==> config.mk <==
export PLATFORM = sky130hd
export DESIGN_NAME = csw_window_decoder
export DESIGN_NICKNAME = d
export VERILOG_FILES = /design/src/rtl/csw_pkg.sv /design/src/rtl/csw_window_map.sv /design/src/rtl/csw_match.sv /design/src/rtl/csw_track.sv /design/src/rtl/csw_window_decoder.sv
export SDC_FILE = /design/constraint.sdc
export NUM_CORES = 1
export LEC_CHECK = 0
export BUFFER_PORTS_ARGS = -buffer_cell sky130_fd_sc_hd__buf_2
export CAP_MARGIN = 20
export CORE_AREA = 2 2 178 180
export DETAILED_ROUTE_END_ITERATION = 10
export DIE_AREA = 0 0 180 182
export HOLD_SLACK_MARGIN = 0.08
export PLACE_DENSITY = 0.4
export SLEW_MARGIN = 30
export SYNTH_ARGS = -nofsm -noshare
export SYNTH_HDL_FRONTEND = slang
export SYNTH_SLANG_ARGS = --single-unit
==> constraint.sdc <==
create_clock -name clk -period 1.21 [get_ports clk]
set_input_delay 0.242 -clock clk [delete_from_list [all_inputs] [get_ports clk]]
set_output_delay 0.242 -clock clk [all_outputs]
set_load 0.005 [all_outputs]
==> src/rtl/csw_pkg.sv <==
package csw_pkg;
  // kilobyte-to-byte scaling of the window size fields
  localparam int CSW_KB_SHIFT = 10;

  // width needed to hold a device index plus the "none" code
  function automatic int csw_tag_width(input int n_dev);
    return $clog2(n_dev + 1);
  endfunction
endpackage

==> src/rtl/csw_window_map.sv <==
module csw_window_map
  import csw_pkg::*;
#(
  parameter int NUM_DEV = 4,
  parameter int SIZE_W  = 12,
  parameter int SPAN_W  = 33
) (
  input  logic [NUM_DEV*SIZE_W-1:0]   win_size_kb,
  output logic [NUM_DEV:0][SPAN_W-1:0] edges
);
  // byte length of one window
  function automatic logic [SPAN_W-1:0] kb_bytes(input logic [SIZE_W-1:0] kb);
    logic [SPAN_W-1:0] wide;
    wide = SPAN_W'(kb);
    return wide << CSW_KB_SHIFT;
  endfunction

  assign edges[0] = '0;

  for (genvar g = 0; g < NUM_DEV; g++) begin : g_prefix
    assign edges[g+1] = edges[g] + kb_bytes(win_size_kb[g*SIZE_W +: SIZE_W]);
  end
endmodule

==> src/rtl/csw_match.sv <==
module csw_match #(
  parameter int NUM_DEV = 4,
  parameter int SPAN_W  = 33,
  parameter int ADDR_W  = 32,
  parameter int TAG_W   = 3
) (
  input  logic [SPAN_W-1:0]            rel_addr,
  input  logic                         below_base,
  input  logic [NUM_DEV:0][SPAN_W-1:0] edges,
  output logic [NUM_DEV-1:0]           hit_vec,
  output logic [TAG_W-1:0]             hit_tag,
  output logic [ADDR_W-1:0]            hit_offset,
  output logic                         miss
);
  function automatic logic in_window(input logic [SPAN_W-1:0] a,
                                     input logic [SPAN_W-1:0] lo,
                                     input logic [SPAN_W-1:0] hi);
    return (a >= lo) && (a < hi);
  endfunction

  function automatic logic [TAG_W-1:0] onehot_tag(input logic [NUM_DEV-1:0] oh);
    logic [TAG_W-1:0] t;
    t = TAG_W'(NUM_DEV);
    for (int i = 0; i < NUM_DEV; i++)
      if (oh[i]) t = TAG_W'(i);
    return t;
  endfunction

  for (genvar g = 0; g < NUM_DEV; g++) begin : g_win
    assign hit_vec[g] = !below_base && in_window(rel_addr, edges[g], edges[g+1]);
  end

  always_comb begin
    hit_offset = '0;
    for (int i = 0; i < NUM_DEV; i++)
      if (hit_vec[i]) hit_offset = ADDR_W'(rel_addr - edges[i]);
  end

  assign hit_tag = onehot_tag(hit_vec);
  assign miss    = (hit_vec == '0);
endmodule

==> src/rtl/csw_track.sv <==
module csw_track #(
  parameter int NUM_DEV = 4,
  parameter int TAG_W   = 3
) (
  input  logic             clk,
  input  logic             rst_n,
  input  logic             upd,
  input  logic [TAG_W-1:0] new_tag,
  output logic             changed
);
  localparam logic [TAG_W-1:0] TAG_NONE = TAG_W'(NUM_DEV);

  logic [TAG_W-1:0] last_tag;

  always_ff @(posedge clk or negedge rst_n) begin
    if (!rst_n)   last_tag <= TAG_NONE;
    else if (upd) last_tag <= new_tag;
  end

  assign changed = (last_tag != new_tag);
endmodule

==> src/rtl/csw_window_decoder.sv <==
module csw_window_decoder
  import csw_pkg::*;
#(
  parameter int NUM_DEV = 4,
  parameter int ADDR_W  = 32,
  parameter int SIZE_W  = 12
) (
  input  logic                      clk,
  input  logic                      rst_n,
  input  logic                      req_valid,
  input  logic [ADDR_W-1:0]         req_addr,
  input  logic [ADDR_W-1:0]         base_addr,
  input  logic [NUM_DEV*SIZE_W-1:0] win_size_kb,
  output logic                      out_valid,
  output logic [NUM_DEV-1:0]        cs_onehot,
  output logic [ADDR_W-1:0]         dev_offset,
  output logic                      range_err,
  output logic                      reselect
);
  localparam int MAP_W  = SIZE_W + CSW_KB_SHIFT + 2;
  localparam int SPAN_W = ((ADDR_W > MAP_W) ? ADDR_W : MAP_W) + 1;
  localparam int TAG_W  = csw_tag_width(NUM_DEV);

  // named internal events
  logic [NUM_DEV:0][SPAN_W-1:0] edges;
  logic [SPAN_W-1:0]            rel_addr;
  logic                         below_base;
  logic [NUM_DEV-1:0]           hit_vec;
  logic [TAG_W-1:0]             hit_tag;
  logic [ADDR_W-1:0]            hit_offset;
  logic                         miss;
  logic                         dev_changed;
  logic                         track_upd;

  assign below_base = req_addr < base_addr;
  assign rel_addr   = SPAN_W'(req_addr) - SPAN_W'(base_addr);
  assign track_upd  = req_valid && !miss;

  csw_window_map #(
    .NUM_DEV(NUM_DEV), .SIZE_W(SIZE_W), .SPAN_W(SPAN_W)
  ) u_map (
    .win_size_kb(win_size_kb),
    .edges      (edges)
  );

  csw_match #(
    .NUM_DEV(NUM_DEV), .SPAN_W(SPAN_W), .ADDR_W(ADDR_W), .TAG_W(TAG_W)
  ) u_match (
    .rel_addr  (rel_addr),
    .below_base(below_base),
    .edges     (edges),
    .hit_vec   (hit_vec),
    .hit_tag   (hit_tag),
    .hit_offset(hit_offset),
    .miss      (miss)
  );

  csw_track #(
    .NUM_DEV(NUM_DEV), .TAG_W(TAG_W)
  ) u_track (
    .clk    (clk),
    .rst_n  (rst_n),
    .upd    (track_upd),
    .new_tag(hit_tag),
    .changed(dev_changed)
  );

  always_ff @(posedge clk or negedge rst_n) begin
    if (!rst_n) begin
      out_valid  <= 1'b0;
      cs_onehot  <= '0;
      dev_offset <= '0;
      range_err  <= 1'b0;
      reselect   <= 1'b0;
    end else begin
      out_valid  <= req_valid;
      cs_onehot  <= req_valid ? hit_vec : '0;
      dev_offset <= req_valid ? hit_offset : '0;
      range_err  <= req_valid && miss;
      reselect   <= track_upd && dev_changed;
    end
  end
endmodule

* Yosys cells after proc, flatten, opt, wreduce, memory -nomap -nowiden *
Index checks and enable logic that the tools add are counted.
W data, S select, Z words.

word-level totals
  logic and storage cells = 47
  output and inout bits = 39
  flip-flop bits (word level) = 42

cells by class
  reductions and logical operators = 14
  multiplexer cells = 10
  $lt $le $gt $ge = 9
  $add $sub $neg = 7
  equality and inequality tests = 1

operator list
  operator               count
  $mux W32               5
  $ge A33 B1 Y1 const B  1
  $ge A33 B22 Y1         1
  $ge A33 B23 Y1         1
  $ge A33 B24 Y1         1
  $lt A33 B22 Y1         1
  $lt A33 B23 Y1         1
  $lt A33 B24 Y1         1
  $lt A33 B25 Y1         1
  $sub A32 B32 Y33       1
  $lt A32 B32 Y1         1
  $sub A32 B22 Y32       1
  $sub A32 B23 Y32       1
  $sub A32 B24 Y32       1
  $add A24 B22 Y25       1
  $add A23 B22 Y24       1
  $add A22 B22 Y23       1
  $mux W3                4
  $logic_and A1 B1 Y1    11
  $logic_not A4 Y1       1
  $mux W4                1
  $ne A3 B3 Y1           1
  $logic_not A1 Y1       2

* Logic depth before layout (Yosys ltp) *
Gate-level depths: netlist (run 1).

  depth in word-level cells = 10
  gate-level depth with buffers = 32
  mapped depth without buffers = 31

* Hierarchy *
From an unflattened synthesis (run 1), not the netlist that was laid out.

unflattened totals
  cell total of the unflattened synthesis = 2022
  area total of the unflattened synthesis = 14634.0 µm²

modules (own cells, without submodules)
  module              cells an instance  area an instance (µm²)  sequential area each (µm²)  instances
  csw_match           1305               8732.1                  0.0                         1
  csw_window_decoder  359                3116.7                  975.9                       1
  csw_window_map      348                2643.8                  0.0                         1
  csw_track           10                 141.4                   76.3                        1

* Worst setup path after synthesis (run 1) *
Ideal clock, no wire load.

  kind = in2reg
  start = in win_size_kb[0]
  end = reg dev_offset[14]
  buffers on the path = 1
  setup slack = -4.405 ns
  cell stages on the path = 29
  arrival = 5.489 ns
  cells stage by stage = ha_1 fa_1 a21o_1 a21oi_1 o21bai_1 a21oi_1 xnor2_1 ha_1 a21o_1 a31o_2 a21o_1 a21o_1 xor2_1 ha_1 a21o_1 a31oi_1 o21ai_0 xor2_1 ha_1 nand2_1 o21a_1 o21ai_0 nor3_1 nor2_1 a21oi_2 buf_4 nand3_2 inv_1 a221o_1

on the way
  longest elaborated chain between the ends = 8
  elaborated cells on any way between the ends = 26
  classes of those cells = 6 x add/sub; 7 x order compare; 5 x mux; 8 x reduce/logical

RTL lines
  what                                                RTL line                               RTL
  start: declaration                                  csw_window_decoder.sv:13               input logic [NUM_DEV*SIZE_W-1:0] win_size_kb,
  $add A22 B22 Y23 or $lt A33 B22 Y1 (tied branches)  csw_window_map.sv:21, csw_match.sv:18
  $add A23 B22 Y24, or another cell as far along      csw_window_map.sv:21                   assign edges[g+1] = edges[g] + kb_bytes(win_size_kb[g*SIZE_W +: SIZE_W]);
  $add A24 B22 Y25, or another cell as far along      csw_window_map.sv:21
  $lt A33 B25 Y1, or another cell as far along        csw_match.sv:18                        return (a >= lo) && (a < hi);
  $logic_and A1 B1 Y1, or another cell as far along   csw_match.sv:18
  $logic_and A1 B1 Y1 or $mux W32 (tied branches)     csw_match.sv:30, csw_match.sv:36
  $mux W32 (*)                                        csw_match.sv:36                        if (hit_vec[i]) hit_offset = ADDR_W'(rel_addr - edges[i]);
  $mux W32 (*)                                        csw_window_decoder.sv:78               dev_offset <= req_valid ? hit_offset : '0;
  end signal: assignment                              csw_window_decoder.sv:78
  end: declaration                                    csw_window_decoder.sv:16               output logic [ADDR_W-1:0] dev_offset,

Mark *: on every way between the ends. The rest lies on a longest branch, timed or not.
A chain may end at the register's enable or synchronous reset.

* Worst setup path after layout (run 1) *
  start = in win_size_kb[0]
  end = reg dev_offset[31]

Same word-level chain as after synthesis.

==> impl_metrics.env, run 1 <==
export IMPL_status="finished with violations"
export IMPL_violations="negative setup slack"
export IMPL_synth_area_leaders="ha_1, dfrtp_1, a21oi_1, xnor2_1, inv_1"
export IMPL_drv_slew=0
export IMPL_grt_max_degree=36
export IMPL_drt_pre_antenna_iters=4
export IMPL_drive_gt1_share_pct=49.8
export IMPL_num_rows=65
export IMPL_synth_top_cell_by_area="ha_1"
export IMPL_antenna_found_initial=0
export IMPL_path_class="input port to flop"
export IMPL_synth_edf_count=0
export IMPL_drt_vias_per_instance=4.58
export IMPL_fin_crit_ns=5.43
export IMPL_required_ns=1.39
export IMPL_grt_usage_pct=17.9
export IMPL_synth_mux_area_share_pct=0.677
export IMPL_power_switching_uw=9530
export IMPL_die_w_um=180
export IMPL_finalSetupViolCount=41
export IMPL_timing_critical_path_buf_inv=4
export IMPL_synthCells=966
export IMPL_synth_fa_ha_area_share_pct=22.5
export IMPL_nets=1799
export IMPL_syn_cell_area_um2=7580
export IMPL_rsz0062_at_grt="yes"
export IMPL_cts_buffers=5
export IMPL_p_sw_share_pct=43.5
export IMPL_synth_xor_area_share_pct=10.1
export IMPL_die_area_um2=32800
export IMPL_hold_viol=0
export IMPL_seqPwrFrac_pct=6.6
export IMPL_synth_warnings=0
export IMPL_yosys_area_share_simple_pct=18.0
export IMPL_r2r_cells=4
export IMPL_min_delay_path_class="input port to flop"
export IMPL_vdd_drop_max_mv=0.588
export IMPL_root_buffer="clkbuf_16"
export IMPL_clkSlewWorstSetupHoldPaths_ns=0.06
export IMPL_worst_path_max_delay_cell="or3_4"
export IMPL_yosys_register_bits=42
export IMPL_cp_num_cells=31
export IMPL_cts_buffer_depth=2
export IMPL_dp_hpwl_um=26000
export IMPL_fin_ws_ns=-4.22
export IMPL_finalCritPeriodShare_pct=449
export IMPL_synthDominantCellAreaShare_pct=20.6
export IMPL_fin_cells=1955
export IMPL_syn_area_per_cell_um2=7.85
export IMPL_synth_compound_area_share_pct=28.3
export IMPL_cts_tree="yes"
export IMPL_syn_nets=1213
export IMPL_diodes=0
export IMPL_holdPathStages=1
export IMPL_placeableCoreArea_um2=31000
export IMPL_grt_pass1_wl_um=47100
export IMPL_fmax_ghz=0.184
export IMPL_htreeDepth=2
export IMPL_p_leak_uw=0.00692
export IMPL_cellInternalPower_uw=12400
export IMPL_cp_max_fo=5
export IMPL_routabilityCongestion=0.830
export IMPL_critPathTopFamily="compound AO/OA/AOI/OAI gates"
export IMPL_drtIter0Drc=323
export IMPL_area_growth_pct=75.9
export IMPL_drc=0
export IMPL_crit_arrival_ns=5.61
export IMPL_combPwrFrac_pct=85.3
export IMPL_grt_pass1_vias=9065
export IMPL_port_buffer_count=153
export IMPL_pwr_share_clk_pct=8.1
export IMPL_antenna_left=0
export IMPL_maxCapViolations=0
export IMPL_slowest_delay_ns=0.40
export IMPL_ios=154
export IMPL_vias=8959
export IMPL_setup_worst_path_start_class="input port"
export IMPL_dieHeight_um=182
export IMPL_synth_top_family_by_area="compound AO/OA/AOI/OAI gates"
export IMPL_slew_headroom_pct=49.3
export IMPL_ys_seq_area_share_pct=13.9
export IMPL_powerDensity_nw_per_um2=1640
export IMPL_async_flop_share_pct=100
export IMPL_cts_sinks=42
export IMPL_synth_ff_type="dfrtp_1"
export IMPL_wl_per_cell_um=15.2
export IMPL_synth_distinct_cells=85
export IMPL_cp_common_cell="a21o_1"
export IMPL_timing_critical_path_to_type="flop"
export IMPL_start_util_pct=24.5
export IMPL_pre_cts_ws_ns=-4.72
export IMPL_finClkSkew_ns=0.000730
export IMPL_worstSkewPairLatency_ns=0.28
export IMPL_finalWirelength_um=29700
export IMPL_tightest_slew_ns=0.755
export IMPL_overflow=0
export IMPL_dp_cells=1902
## cell type report
class,count,area [µm²]
inverter,99,392
clock inverter,3,68.8
fill,3203,17600
clock buffer,5,125
tap,402,503
timing repair buffer,599,4280
sequential,42,1050
multi-input combinational,805,6910
## cell families (layout without fill, tap and decap cells)
group,Yosys count,in the layout
DFF,42,42
muxes,5,5
xor gates and xnor gates,87,87
adders and majority gates,132,132
buffers and inverters,119,706
and+or+nand+nor,262,262
AOI/OAI and AO/OA,319,319
## worst reg2reg max path, cell delays in order, from the launching register on
cell	delay, ns
dfrtp_1	0.40
inv_1	0.10
o211ai_1	0.09
o2111a_1	0.16
nor3_2	0.14
## power by group through the flow
stage	sequential, µW	combinational (µW)	clock [µW]
after floorplan	1460	8990	0
after global placement	1460	16500	0
after CTS	1430	18100	1810
final	1430	18700	1770
after detailed placement	1460	16600	0
after global routing	1440	20500	1890
## worst paths after layout
| path | end | slack (ns) | start |
|---|---|---|---|
| setup / recovery | dev_offset[31] | -4.22 | win_size_kb[0] |
| hold / removal | out_valid | 0.14 | req_valid |
| setup reg to reg | reselect | 0.25 | u_track.last_tag[0] |
| hold reg to reg | u_track.last_tag[2] | 0.52 | u_track.last_tag[2] |
| max in group asynchronous | u_track.last_tag[2] | 0.35 | rst_n |
| min in group asynchronous | dev_offset[7] | 0.33 | rst_n |
## synth_stat cells (all sizes together) (5+ instances only)
cell / count
ha: 125
xnor2: 47
o21a: 13
o21ai: 68
nand4: 14
nor2: 58
buf: 14
xor2: 40
a21o: 48
a21oi: 94
nand2b: 10
fa: 7
nand2: 75
clkbuf: 6
o22ai: 6
a211o: 5
and3: 8
o32ai: 5
o21bai: 11
o211ai: 9
a211oi: 10
dfrtp: 41
inv: 99
nor3: 22
nand3: 27
nor4: 7
a31oi: 9
nor4b: 8
nor2b: 12
## what timing repair did
action | CTS | global route
pin swaps | 71 | 44
setup buffers | 36 | 15
gates resized for setup | 101 | 46
hold buffers | 1 | 0
setup endpoints to repair | 41 | 41
endpoints found under the hold margin | 16 | 0
## flip-flops by register name, indices dropped and copies added, names as in the netlist
register	cells
range_err	1
cs_onehot	4
u_track.last_tag	3
dev_offset	32
out_valid	1
reselect	1
## per-stage QoR
stage / hold slack, ns / area, µm² / util, % / setup TNS [ns] / power [µW]
6_report: 0.145 / 13300 / 43.0 / -165.89 / 21900
3_5_place_dp: 0.107 / 12100 / 39.0 / -185.11 / 18000
4_1_cts: 0.140 / 13000 / 42.0 / -166.88 / 21400
5_1_grt: 0.135 / 13300 / 43.0 / -178.34 / 23800
3_3_place_gp: 0.107 / 12100 / 39.0 / -182.58 / 18000
2_1_floorplan: -0.0536 / 7910 / - / -155.66 / 10500
## routing by layer
| metal | share of wire [%] | GRT usage (%) | routed length [µm] | vias to the layer above |
|---|---|---|---|---|
| met5 | 0 | 0 | 0 | - |
| met4 | 1.7 | 3.61 | 505 | 0 |
| met3 | 3.6 | 1.44 | 1080 | 22 |
| met2 | 45 | 30.1 | 13400 | 150 |
| met1 | 49 | 25.1 | 14600 | 4117 |
| li1 | - | - | - | 4670 |
## cell usage in the layout (no fill, tap or decap), types with 16 or more instances in the layout
cell type | netlist | final
xor2_1 | 40 | 32
dfrtp_1 | 41 | 41
nor2_1 | 58 | 49
ha_1 | 125 | 108
xnor2_1 | 46 | 42
a21oi_1 | 90 | 66
o21ai_0 | 60 | 46
a21oi_2 | 4 | 26
inv_1 | 99 | 93
a21o_1 | 48 | 47
nand3_1 | 25 | 22
buf_2 | 6 | 149
nor3_1 | 21 | 19
buf_6 | 4 | 16
buf_4 | 4 | 424
nand2_1 | 73 | 64
Power figures use the tool's default switching activity.
==> run 2, diff against run 1 <==
CTS_CLUSTER_DIAMETER = 30   (was not set)
clock period = 5.9 ns   (was 1.21 ns; I/O delays follow)
==> impl_metrics.env, run 2 (synthesis results as in run 1) <==
export IMPL_holdBufCountCts=0
export IMPL_clkSlewWorstSetupHoldPaths_ns=0.06
export IMPL_dp_cells=1737
export IMPL_min_delay_path_class="flop to flop"
export IMPL_die_area_um2=32800
export IMPL_htreeDepth=2
export IMPL_drc=0
export IMPL_ios=154
export IMPL_wl_per_cell_um=16.0
export IMPL_tightest_slew_ns=0.756
export IMPL_area_growth_pct=53.2
export IMPL_final_common_cell="buf_4"
export IMPL_dp_hpwl_um=24900
export IMPL_violations="negative setup slack"
export IMPL_slowest_delay_ns=0.34
export IMPL_antenna_found_initial=0
export IMPL_cts_buffer_depth=2
export IMPL_crit_arrival_ns=6.57
export IMPL_finalWirelength_um=28300
export IMPL_die_w_um=180
export IMPL_setup_worst_path_start_class="input port"
export IMPL_dieHeight_um=182
export IMPL_n_fill_cell=3294
export IMPL_cp_endpoint="dev_offset[14]"
export IMPL_regMostFlops="dev_offset"
export IMPL_powerDensity_nw_per_um2=352
export IMPL_hold_viol=0
export IMPL_drt_vias_per_instance=4.71
export IMPL_placeableCoreArea_um2=31000
export IMPL_fin_crit_ns=6.40
export IMPL_grt_pass1_vias=8398
export IMPL_overflow=0
export IMPL_vias=8320
export IMPL_r2r_end="reselect"
export IMPL_top_regs="dev_offset x32, cs_onehot x4, u_track.last_tag x3"
export IMPL_antenna_left=0
export IMPL_maxCapViolations=0
export IMPL_fin_cells=1767
export IMPL_grt_pass1_wl_um=45200
export IMPL_grt_usage_pct=17.2
export IMPL_power_switching_uw=1880
export IMPL_path_class="input port to flop"
export IMPL_finalCritPeriodShare_pct=108
export IMPL_finalSetupViolCount=39
export IMPL_cts_buffers=5
export IMPL_p_leak_uw=0.00592
export IMPL_required_ns=6.08
export IMPL_worst_path_max_delay_cell="fa_2"
export IMPL_drv_slew=0
export IMPL_cellInternalPower_uw=2210
export IMPL_whs_ns=0.495
export IMPL_finClkSkew_ns=0.000161
export IMPL_rsz0062_at_grt="yes"
export IMPL_drtIter0Drc=315
export IMPL_combPwrFrac_pct=85.9
export IMPL_start_util_pct=24.5
export IMPL_worstSkewPairLatency_ns=0.28
export IMPL_r2r_cells=4
export IMPL_largest_reg_flops=32
export IMPL_fin_ws_ns=-0.495
export IMPL_drt_pre_antenna_iters=5
export IMPL_num_rows=65
export IMPL_drive_gt1_share_pct=39.6
export IMPL_p_sw_share_pct=46.0
export IMPL_cts_tree="yes"
export IMPL_fmax_ghz=0.156
export IMPL_cp_common_cell="a21o_1"
export IMPL_port_buffer_count=153
export IMPL_grt_max_degree=43
export IMPL_pwr_share_clk_pct=6.9
export IMPL_timing_critical_path_to_type="flop"
export IMPL_cp_max_fo=4
export IMPL_seqPwrFrac_pct=7.2
export IMPL_nets=1611
export IMPL_cts_sinks=42
export IMPL_root_buffer="clkbuf_16"
export IMPL_status="finished with violations"
export IMPL_r2r_start="u_track.last_tag[0]"
export IMPL_diodes=0
export IMPL_cp_startpoint="win_size_kb[0]"
export IMPL_final_cell_mix="buf_4, buf_2, ha_1, inv_1, nand2_1"
export IMPL_routabilityCongestion=0.836
export IMPL_vdd_drop_max_mv=0.114
export IMPL_reg2reg_slack_ns=4.91
export IMPL_slew_headroom_pct=49.4
==> run 2: changes by cell type in the layout (fill, tap and decap cells not counted), moves of 5 or more <==
cell     before  now
nand2_1      64   70
ha_4         13    5
inv_1        93   98
o21ai_2      13    7
nor2_1       49   57
ha_1        108  117
o21ai_0      46   51
nor2_2        6    1
buf_4       424  240
==> run 2: stage by stage <==
stage / total power, µW / TNS [ns] / setup slack [ns] / util, % / instance area, µm²
after floorplan: 2100 / -4.87 / -0.272 / - / 7770
after global placement: 3450 / -30.74 / -0.912 / 34.6 / 10700
after detailed placement: 3430 / -31.46 / -0.969 / 34.6 / 10700
after CTS: 3930 / -14.80 / -0.460 / 36.1 / 11200
after global routing: 4470 / -26.38 / -0.775 / 37.5 / 11600
final: 4090 / -15.22 / -0.495 / 37.5 / 11600
==> run 2: layout make-up <==
class | count | area [µm²] | area share (%)
repair buffers | 411 | 2830 | 24.4
inverters | 99 | 374 | 3.22
flip-flops and latches | 42 | 1050 | 9.06
multi-input cells | 805 | 6710 | 57.7
well taps | 402 | 503 | 4.33
clock inverters | 2 | 12.5 | 0.108
clock buffers | 6 | 139 | 1.20
==> run 2: power groups by stage <==
stage	logic [µW]	registers, µW	clock network [µW]
CTS	3340	294	296
global route	3870	295	304
floorplan	1800	299	0
global placement	3150	300	0
finish	3510	294	283
detailed placement	3130	300	0
==> run 2: how the worst min path moves through the flow <==
| stage | startpoint | end | slack [ns] | depth (start not counted) |
|---|---|---|---|---|
| after floorplan | u_track.last_tag[2] | u_track.last_tag[2] | 0.48 | 1 |
| after global placement | u_track.last_tag[2] | u_track.last_tag[2] | 0.49 | 1 |
| after detailed placement | u_track.last_tag[2] | u_track.last_tag[2] | 0.50 | 1 |
| after CTS | u_track.last_tag[2] | u_track.last_tag[2] | 0.50 | 1 |
| after global routing | u_track.last_tag[2] | u_track.last_tag[2] | 0.51 | 1 |
| final | u_track.last_tag[2] | u_track.last_tag[2] | 0.49 | 1 |
==> run 2: layer usage <==
layer / GRT usage, % / vias to the layer above / share of wire, %
li1: - / 4291 / -
met1: 24.4 / 3865 / 50
met3: 1.32 / 13 / 3.2
met5: 0 / - / 0
met4: 2.60 / 0 / 0.99
met2: 29.1 / 151 / 46
==> run 2: repair_timing <==
item                                    in CTS  in global routing
pin swaps                                   32                 45
hold endpoints to repair                     0                  0
gates resized for setup                     43                 70
setup buffers                               15                 10
endpoints found under the setup margin      39                 39
==> run 2: worst max-delay path: cells and delay by family <==
family / cells / cell delay, ns
AO/OA/AOI/OAI: 16 / 2.61
XOR/XNOR: 3 / 0.50
adder cells (fa/ha/maj): 5 / 1.33
buffers and inverters: 5 / 0.58
AND/OR/NAND/NOR: 3 / 0.38
==> run 3, diff against run 2 <==
CELL_PAD_IN_SITES_DETAIL_PLACEMENT = 1   (was not set)
CELL_PAD_IN_SITES_GLOBAL_PLACEMENT = 2   (was not set)
CTS_BUF_LIST = sky130_fd_sc_hd__clkbuf_8   (was not set)
PLACE_DENSITY = 0.63   (was 0.4)
==> impl_metrics.env, run 3 (synthesis results as in run 1) <==
export IMPL_drc=0
export IMPL_grt_pass1_wl_um=46900
export IMPL_placeableCoreArea_um2=31000
export IMPL_maxCapViolations=0
export IMPL_vdd_drop_max_mv=0.138
export IMPL_grt_max_degree=43
export IMPL_ios=154
export IMPL_dpl_instance_area_um2=10700
export IMPL_n_fill_cell=3760
export IMPL_area_growth_pct=52.9
export IMPL_min_delay_path_class="flop to flop"
export IMPL_tightest_slew_ns=0.789
export IMPL_final_cell_mix="buf_4, buf_2, ha_1, inv_1, a21oi_1"
export IMPL_die_w_um=180
export IMPL_largest_reg_flops=32
export IMPL_drive_gt1_share_pct=40.2
export IMPL_nets=1624
export IMPL_setup_tns_ns=-13.67
export IMPL_cts_sinks=42
export IMPL_powerDensity_nw_per_um2=349
export IMPL_ff_latch_area_um2=1050
export IMPL_multi_input_area_um2=6670
export IMPL_fin_area_um2=11600
export IMPL_final_common_cell="buf_4"
export IMPL_slew_headroom_pct=46.9
export IMPL_finClkSkew_ns=0.00323
export IMPL_cts_tree="yes"
export IMPL_regMostFlops="dev_offset"
export IMPL_wl_per_cell_um=17.1
export IMPL_cp_common_cell="a21o_1"
export IMPL_critPathTopFamily="compound AO/OA/AOI/OAI gates"
export IMPL_setup_worst_path_start_class="input port"
export IMPL_status="finished with violations"
export IMPL_drt_pre_antenna_iters=4
export IMPL_dp_hpwl_um=26100
export IMPL_final_core_util_pct=37.4
export IMPL_finalSetupViolCount=39
export IMPL_grt_pass1_vias=8723
export IMPL_fin_cells=1780
export IMPL_cts_buffer_depth=2
export IMPL_cp_max_fo=6
export IMPL_routabilityCongestion=0.837
export IMPL_cts_buffers=5
export IMPL_overflow=0
export IMPL_fin_crit_ns=6.36
export IMPL_diodes=0
export IMPL_antenna_left=0
export IMPL_crit_arrival_ns=6.53
export IMPL_timing_critical_path_to_type="flop"
export IMPL_worstSkewPairLatency_ns=0.30
export IMPL_fmax_ghz=0.157
export IMPL_finalCritPeriodShare_pct=108
export IMPL_grt_usage_pct=17.8
export IMPL_required_ns=6.07
export IMPL_slowest_delay_ns=0.36
export IMPL_whs_ns=0.509
export IMPL_dp_cells=1745
export IMPL_num_rows=65
export IMPL_drv_slew=0
export IMPL_die_area_um2=32800
export IMPL_hold_viol=0
export IMPL_timing_critical_path_buf_inv=3
export IMPL_finalWirelength_um=30400
export IMPL_top_regs="dev_offset x32, cs_onehot x4, u_track.last_tag x3"
export IMPL_drtIter0Drc=261
export IMPL_vias=8490
export IMPL_path_class="input port to flop"
export IMPL_violations="negative setup slack"
export IMPL_dieHeight_um=182
export IMPL_root_buffer="clkbuf_8"
export IMPL_start_util_pct=24.5
export IMPL_port_buffer_count=153
export IMPL_p_leak_uw=0.00595
export IMPL_htreeDepth=2
export IMPL_antenna_found_initial=0
export IMPL_fin_ws_ns=-0.456
export IMPL_worst_path_max_delay_cell="fa_2"
export IMPL_drt_vias_per_instance=4.77
export IMPL_clkSlewWorstSetupHoldPaths_ns=0.09
export IMPL_rsz0062_at_grt="yes"
run 3: changes by cell type in the layout (fill, tap and decap cells not counted), moves of 4 or more:
cell       previous run  this run
clkbuf_8              1         5
a21oi_1              67        73
buf_6                15        10
a21oi_2              24        20
nor2_2                1         7
buf_4               240       259
nor2_1               57        50
clkbuf_16             5         0
ha_1                117       112
o21ai_1               7        14
ha_4                  5        10
run 3: repair_timing:
item | CTS | global route
resized for setup | 57 | 42
cloned | 1 | 0
endpoints found under the hold margin | 0 | 0
setup endpoints to repair | 40 | 40
buffers inserted | 16 | 11
pin swaps | 36 | 28
hold buffers | 0 | 0
run 3: power by group:
| part | total, µW | leakage, µW | internal (µW) | switching, µW |
|---|---|---|---|---|
| sequential | 294 | 0.000578 | 292 | 2.56 |
| combinational | 3550 | 0.00533 | 1770 | 1790 |
| clock | 197 | 0.0000408 | 84.8 | 112 |
run 3: layout make-up:
| cell class | instances | area share, % |
|---|---|---|
| Inverter | 99 | 3.21 |
| Tap cell | 402 | 4.34 |
| Clock inverter | 3 | 0.205 |
| Clock buffer | 5 | 0.594 |
| Sequential cell | 42 | 9.08 |
| Timing Repair Buffer | 424 | 25.1 |
| Multi-Input combinational cell | 805 | 57.5 |
run 3: through the flow:
step	power (µW)	worst slack (ns)
after CTS	3890	-0.476
after global routing	4390	-0.723
after global placement	3460	-0.859
after floorplan	2100	-0.272
final	4040	-0.456
after detailed placement	3500	-1.05
run 3: routing by layer:
| layer | GRT usage (%) | routed length, µm |
|---|---|---|
| met1 | 24.8 | 15000 |
| met4 | 0.715 | 89 |
| met2 | 31.2 | 14600 |
| met5 | 0 | 0 |
| met3 | 1.52 | 707 |
run 3: final timing paths:
| kind | from | end | slack (ns) | cells past startpoint |
|---|---|---|---|---|
| max | win_size_kb[0] | dev_offset[14] | -0.46 | 30 |
| min | u_track.last_tag[2] | u_track.last_tag[2] | 0.51 | 1 |
| max reg2reg | u_track.last_tag[0] | reselect | 4.89 | 4 |
| min reg2reg | u_track.last_tag[2] | u_track.last_tag[2] | 0.51 | 1 |
| max in group asynchronous | rst_n | u_track.last_tag[2] | 4.68 | 1 |
| min in group asynchronous | rst_n | range_err | 0.86 | 1 |
